===== config.mk =====
export PLATFORM = sky130hd
export DESIGN_NAME = rll_scrambler
export DESIGN_NICKNAME = d
export VERILOG_FILES = /design/src/rtl/rll_pkg.sv /design/src/rtl/rll_lfsr.sv /design/src/rtl/rll_run_guard.sv /design/src/rtl/rll_shift_buf.sv /design/src/rtl/rll_scrambler.sv
export SDC_FILE = /design/constraint.sdc
export NUM_CORES = 1
export LEC_CHECK = 0
export BUFFER_PORTS_ARGS = -buffer_cell sky130_fd_sc_hd__buf_2
export CAP_MARGIN = 20
export CORE_AREA = 2 2 53 55
export DETAILED_ROUTE_END_ITERATION = 6
export DIE_AREA = 0 0 55 57
export GPL_TIMING_DRIVEN = 0
export PLACE_DENSITY = 0.85
export REMOVE_ABC_BUFFERS = 1
export SLEW_MARGIN = 20
export SYNTH_ARGS = -nofsm -noshare
export SYNTH_HDL_FRONTEND = slang
export SYNTH_SLANG_ARGS = --single-unit

===== constraint.sdc =====
create_clock -name clk -period 3.1 [get_ports clk]
set_input_delay 0.31 -clock clk [delete_from_list [all_inputs] [get_ports clk]]
set_output_delay 0.31 -clock clk [all_outputs]
set_load 0.03 [all_outputs]

===== src/rtl/rll_pkg.sv =====
package rll_pkg;
  localparam int unsigned LFSR_W = 16;
  // feedback taps for x^16+x^14+x^13+x^11+1 in right-shift form
  localparam logic [LFSR_W-1:0] TAP_MASK = 16'h002D;
  localparam logic [LFSR_W-1:0] SEED_DEFAULT = 16'hACE1;

  function automatic logic [LFSR_W-1:0] lfsr_step(input logic [LFSR_W-1:0] s);
    return {^(s & TAP_MASK), s[LFSR_W-1:1]};
  endfunction

  function automatic logic [LFSR_W-1:0] seed_fix(input logic [LFSR_W-1:0] s);
    return (s == '0) ? SEED_DEFAULT : s;
  endfunction
endpackage


===== src/rtl/rll_lfsr.sv =====
module rll_lfsr
  import rll_pkg::*;
(
  input  logic              clk,
  input  logic              rst_n,
  input  logic              adv,
  input  logic              load,
  input  logic [LFSR_W-1:0] seed,
  output logic              bit_o
);
  logic [LFSR_W-1:0] state_q, state_d;
  logic              state_en;

  always_comb begin
    state_en = load | adv;
    state_d  = state_q;
    if (load)     state_d = seed_fix(seed);
    else if (adv) state_d = lfsr_step(state_q);
  end

  always_ff @(posedge clk or negedge rst_n) begin
    if (!rst_n)        state_q <= SEED_DEFAULT;
    else if (state_en) state_q <= state_d;
  end

  assign bit_o = state_q[0];

  assert_state_nonzero_R2: assert property (@(posedge clk) disable iff (!rst_n)
    state_q != '0);
  assert_hold_idle_R9: assert property (@(posedge clk) disable iff (!rst_n)
    (!adv && !load) |=> $stable(state_q));
  assert_load_wins_R2: assert property (@(posedge clk) disable iff (!rst_n)
    (load && seed != '0) |=> state_q == $past(seed));
endmodule


===== src/rtl/rll_run_guard.sv =====
module rll_run_guard #(
  parameter int unsigned LIM_W = 4
) (
  input  logic             clk,
  input  logic             rst_n,
  input  logic             burst_en,
  input  logic [LIM_W-1:0] run_limit,
  input  logic             gen_bit,
  output logic             head_bit,
  output logic             inject
);
  localparam logic [LIM_W-1:0] RUN_MAX = {LIM_W{1'b1}};

  logic [LIM_W-1:0] run_q, run_d;
  logic             prev_q, prev_d;
  logic             inb_q;
  logic             first;
  logic             limit_on;

  always_comb begin
    first    = burst_en & ~inb_q;
    limit_on = (run_limit != '0);
    inject   = burst_en & ~first & limit_on & (run_q >= run_limit);
    head_bit = inject ? ~prev_q : gen_bit;
    prev_d   = head_bit;
    if (first || inject || (head_bit != prev_q)) run_d = 'd1;
    else if (run_q == RUN_MAX)                   run_d = run_q;
    else                                         run_d = run_q + 1'b1;
  end

  always_ff @(posedge clk or negedge rst_n) begin
    if (!rst_n) begin
      run_q  <= '0;
      prev_q <= 1'b0;
    end else if (burst_en) begin
      run_q  <= run_d;
      prev_q <= prev_d;
    end
  end

  always_ff @(posedge clk or negedge rst_n) begin
    if (!rst_n) inb_q <= 1'b0;
    else        inb_q <= burst_en;
  end

  assert_run_bounded_R5: assert property (@(posedge clk) disable iff (!rst_n)
    (burst_en && $past(burst_en) && $stable(run_limit) && run_limit != '0)
      |-> run_q <= run_limit);
  assert_inject_restarts_R6: assert property (@(posedge clk) disable iff (!rst_n)
    inject |=> run_q == 'd1);
  assert_burst_start_R8: assert property (@(posedge clk) disable iff (!rst_n)
    (burst_en && !inb_q) |=> (run_q == 'd1 && prev_q == $past(gen_bit)));
  assert_no_inject_off_R7: assert property (@(posedge clk) disable iff (!rst_n)
    (run_limit == '0) |-> !inject);
endmodule


===== src/rtl/rll_shift_buf.sv =====
module rll_shift_buf #(
  parameter int unsigned DEPTH = 2
) (
  input  logic clk,
  input  logic rst_n,
  input  logic in_bit,
  input  logic in_vld,
  output logic out_bit,
  output logic out_vld
);
  logic [DEPTH-1:0] bit_q, bit_d;
  logic [DEPTH-1:0] vld_q, vld_d;

  always_comb begin
    bit_d[0] = in_bit & in_vld;
    vld_d[0] = in_vld;
  end

  for (genvar i = 1; i < DEPTH; i++) begin : g_stage
    always_comb begin
      bit_d[i] = bit_q[i-1];
      vld_d[i] = vld_q[i-1];
    end
  end

  always_ff @(posedge clk or negedge rst_n) begin
    if (!rst_n) begin
      bit_q <= '0;
      vld_q <= '0;
    end else begin
      bit_q <= bit_d;
      vld_q <= vld_d;
    end
  end

  assign out_bit = bit_q[DEPTH-1];
  assign out_vld = vld_q[DEPTH-1];
endmodule


===== src/rtl/rll_scrambler.sv =====
module rll_scrambler
  import rll_pkg::*;
#(
  parameter int unsigned LIM_W = 4,
  parameter int unsigned DEPTH = 2
) (
  input  logic              clk,
  input  logic              rst_n,
  input  logic              burst_en,
  input  logic              seed_load,
  input  logic [LFSR_W-1:0] seed_in,
  input  logic [LIM_W-1:0]  run_limit,
  output logic              pol_out,
  output logic              pol_valid
);
  logic gen_bit;
  logic head_bit;
  logic inject;

  rll_lfsr u_lfsr (
    .clk   (clk),
    .rst_n (rst_n),
    .adv   (burst_en),
    .load  (seed_load),
    .seed  (seed_in),
    .bit_o (gen_bit)
  );

  rll_run_guard #(.LIM_W(LIM_W)) u_guard (
    .clk       (clk),
    .rst_n     (rst_n),
    .burst_en  (burst_en),
    .run_limit (run_limit),
    .gen_bit   (gen_bit),
    .head_bit  (head_bit),
    .inject    (inject)
  );

  rll_shift_buf #(.DEPTH(DEPTH)) u_buf (
    .clk     (clk),
    .rst_n   (rst_n),
    .in_bit  (head_bit),
    .in_vld  (burst_en),
    .out_bit (pol_out),
    .out_vld (pol_valid)
  );

  assert_idle_low_R9: assert property (@(posedge clk) disable iff (!rst_n)
    !pol_valid |-> !pol_out);
  assert_inject_flips_R5: assert property (@(posedge clk) disable iff (!rst_n)
    inject |-> head_bit != gen_bit || $past(head_bit) != gen_bit);
endmodule


==> metrics.yaml <==
critical_path:
  regToRegStartpoint: "u_guard.run_q[0]$_DFFE_PN0P_"
  criticalPathCategory: "register to register"
  reg2reg_to: "u_guard.run_q[0]$_DFFE_PN0P_"
  crit_path_max_fanout: 6
  cp.required_ns: 3.31
  cp-start-kind: "register"
  crit_arrival_ns: 2.14
  end_kind: "register"
  r2r_slack_ns: 1.18
  reg2reg_depth: 6
clocking:
  cts_buffers: 3
  htree_levels: 1
  cts_buffer_depth: 2
  root_buffer: "clkbuf_4"
  clk_latency_ns: 0.32
  postCtsResizedCells: 0
  path_clk_slew_ns: 0.13
  cts.sinks: 25
  tritoncts: "yes"
layout:
  final_cell_mix: "buf_2, dfrtp_1, nand2_1"
  drive_gt1_share_pct: 33.3
  areaGrowthSynthToFinish_pct: 13.5
  fin_nets: 174
  final_common_cell: "buf_2"
  antenna_cells: 0
outcome:
  outcome: "finished clean"
hold_path:
  hold_path_class: "input port to register"
  min_from: "seed_in[9]"
  whs_endpoint: "u_lfsr.state_q[9]$_DFFE_PN0P_"
  worstHoldPathCells: 3
timing:
  hold_viol: 0
  rsz0062_at_grt: "no"
  slew_headroom_pct: 63.7
  worstMarginPinSlew_ns: 0.544
  slew_viol_final: 0
  fin_crit_ns: 1.92
  setup_violations: 0
  max_freq_mhz: 520
  tns_ns: 0
  post-route-period-util_pct: 62.1
  worst_clock_skew_ns: 0.00549
global_route:
  overflow: 0
  grt_pass1_vias: 1086
  grt_usage_pct: 18.7
  grt_max_degree: 27
  antenna_found_initial: 0
  grt_pass1_wl_um: 4240
placed_design:
  portBuffers: 25
  hpwl_um: 1910
  gp_congestion: 0.742
detailed_routing:
  drt_iter0_drc: 12
  vias: 982
  wire_per_inst_um: 14.0
  dr.pass1.iters: 4
  route.detailed.drc: 0
  vias_per_cell: 5.61
  wl_um: 2460
  drtAntennaViolNets: 0
yosys:
  synth_area_sq_mm: 0.00133
  synth_compound_area_share_pct: 12.8
  yosys-top-cells-area: "dfrtp_1, dfstp_2, mux2i_1"
  syn_inst: 119
  synth_top_family_by_area: "simple AND/OR/NAND/NOR gates"
  synth_xor_area_share_pct: 3.29
  seq_area_frac_synth_pct: 47.8
  synthFlopType: "dfrtp_1"
  synthArstFlopShare_pct: 100
  yosysUniqueCellTypes: 32
  ys_warn_count: 0
  muxShareOfSynthArea_pct: 14.2
  synthSimpleGateAreaFrac_pct: 14.3
  syn_avg_cell_area_sq_um: 11.2
  synthAdderAreaFrac_pct: 4.70
  synth_edf_count: 0
  ys_seq_elements: 25
  synth_top_area_cell: "dfrtp_1"
  synth_top_area_share_pct: 32.0
die:
  placement_rows: 19
  core_area_sq_mm: 0.00262
  io_pins: 26
  initial_core_util_pct: 50.9
  die_w_um: 55
  die-area_sq_mm: 0.00314
  die_h_um: 57
power:
  power.leakage_nw: 0.690
  powerDensity_mw_per_mm2: 532
  max-vdd-ir-drop_mv: 0.358
  total_power_uw: 803
job:
  maxCapViolCount: 0
## synth_stat cells (all sizes together), types with 2 or more instances
master and number:
buf 2, ha 5, dfstp 8, mux2i 11, xnor2 4, nor3 3
mux2 7, nand2b 4, nor4 4, dfrtp 17, nand3 2, o21ai 11
nor2 2, or4 2, o22a 7, or3 2, inv 4, clkbuf 3
nand2 12
## through the flow
step | instances | worst slack [ns] | cell area (sq um) | utilization [%] | hold WS [ns]
after global placement | 170 | 1.23 | 1470 | 56.2 | 0.309
after floorplan | 114 | 1.29 | 1310 | - | 0.0144
final | 175 | 1.18 | 1510 | 57.8 | 0.201
after CTS | 175 | 1.15 | 1510 | 57.8 | 0.190
after global routing | 175 | 1.04 | 1510 | 57.8 | 0.207
after detailed placement | 170 | 1.17 | 1470 | 56.2 | 0.321
## worst max-delay path: stages, from the launching register on
cell and delay, ns:
dfrtp_1 0.42, inv_1 0.07, ha_1 0.26, nand2b_1 0.18, a2111oi_4 0.38, nor3_2 0.13
or3_1 0.37
## flip-flops by register name, indices dropped and copies added (netlist names)
name	count
u_buf.bit_q	2
u_buf.vld_q	2
u_guard.prev_q	1
u_guard.run_q	4
u_lfsr.state_q	16
## metal layers
layer | global-route usage (%) | vias to the layer above | part of all wire, %
met5 | 0 | - | 0
met4 | 6.27 | 0 | 1.1
met3 | 3.14 | 3 | 4.9
met2 | 36.6 | 27 | 55
met1 | 18.7 | 469 | 39
li1 | - | 483 | -
## cells by family after synthesis
kind of cell,after synthesis
fa+ha+maj,5
simple gates,34
xor+xnor,5
flops,25
buf+inv,9
mux,18
compound gates,23
## how the worst max path moves through the flow
stage,start,end,slack (ns),cells after the start
after floorplan,u_guard.run_q[0]$_DFFE_PN0P_,u_guard.run_q[0]$_DFFE_PN0P_,1.29,6
after global placement,u_guard.run_q[0]$_DFFE_PN0P_,u_guard.run_q[0]$_DFFE_PN0P_,1.23,6
after detailed placement,u_guard.run_q[0]$_DFFE_PN0P_,u_guard.run_q[0]$_DFFE_PN0P_,1.17,6
after CTS,u_guard.run_q[0]$_DFFE_PN0P_,u_guard.run_q[0]$_DFFE_PN0P_,1.15,6
after global routing,u_guard.run_q[0]$_DFFE_PN0P_,u_guard.run_q[0]$_DFFE_PN0P_,1.04,6
final,u_guard.run_q[0]$_DFFE_PN0P_,u_guard.run_q[0]$_DFFE_PN0P_,1.18,6
## timing repair
action | 4_1_cts | 5_1_grt
setup buffers | 0 | 0
hold buffers | 1 | 0
endpoints found under the hold margin | 17 | 0
## area by class of cell
class | instances | area (sq um)
fillers | 244 | 1100
flip-flops and latches | 25 | 636
inverters | 4 | 15.0
multi-input cells | 85 | 656
well taps | 31 | 38.8
clock inverters | 1 | 7.51
clock buffers | 3 | 22.5
repair buffers | 26 | 135
## where the power goes
part | internal [mW] | switching [mW]
clock | 0.0493 | 0.0952
sequential | 0.384 | 0.0423
combinational | 0.119 | 0.113
total | 0.552 | 0.251
Note: power is estimated with default switching activity, not from simulation.
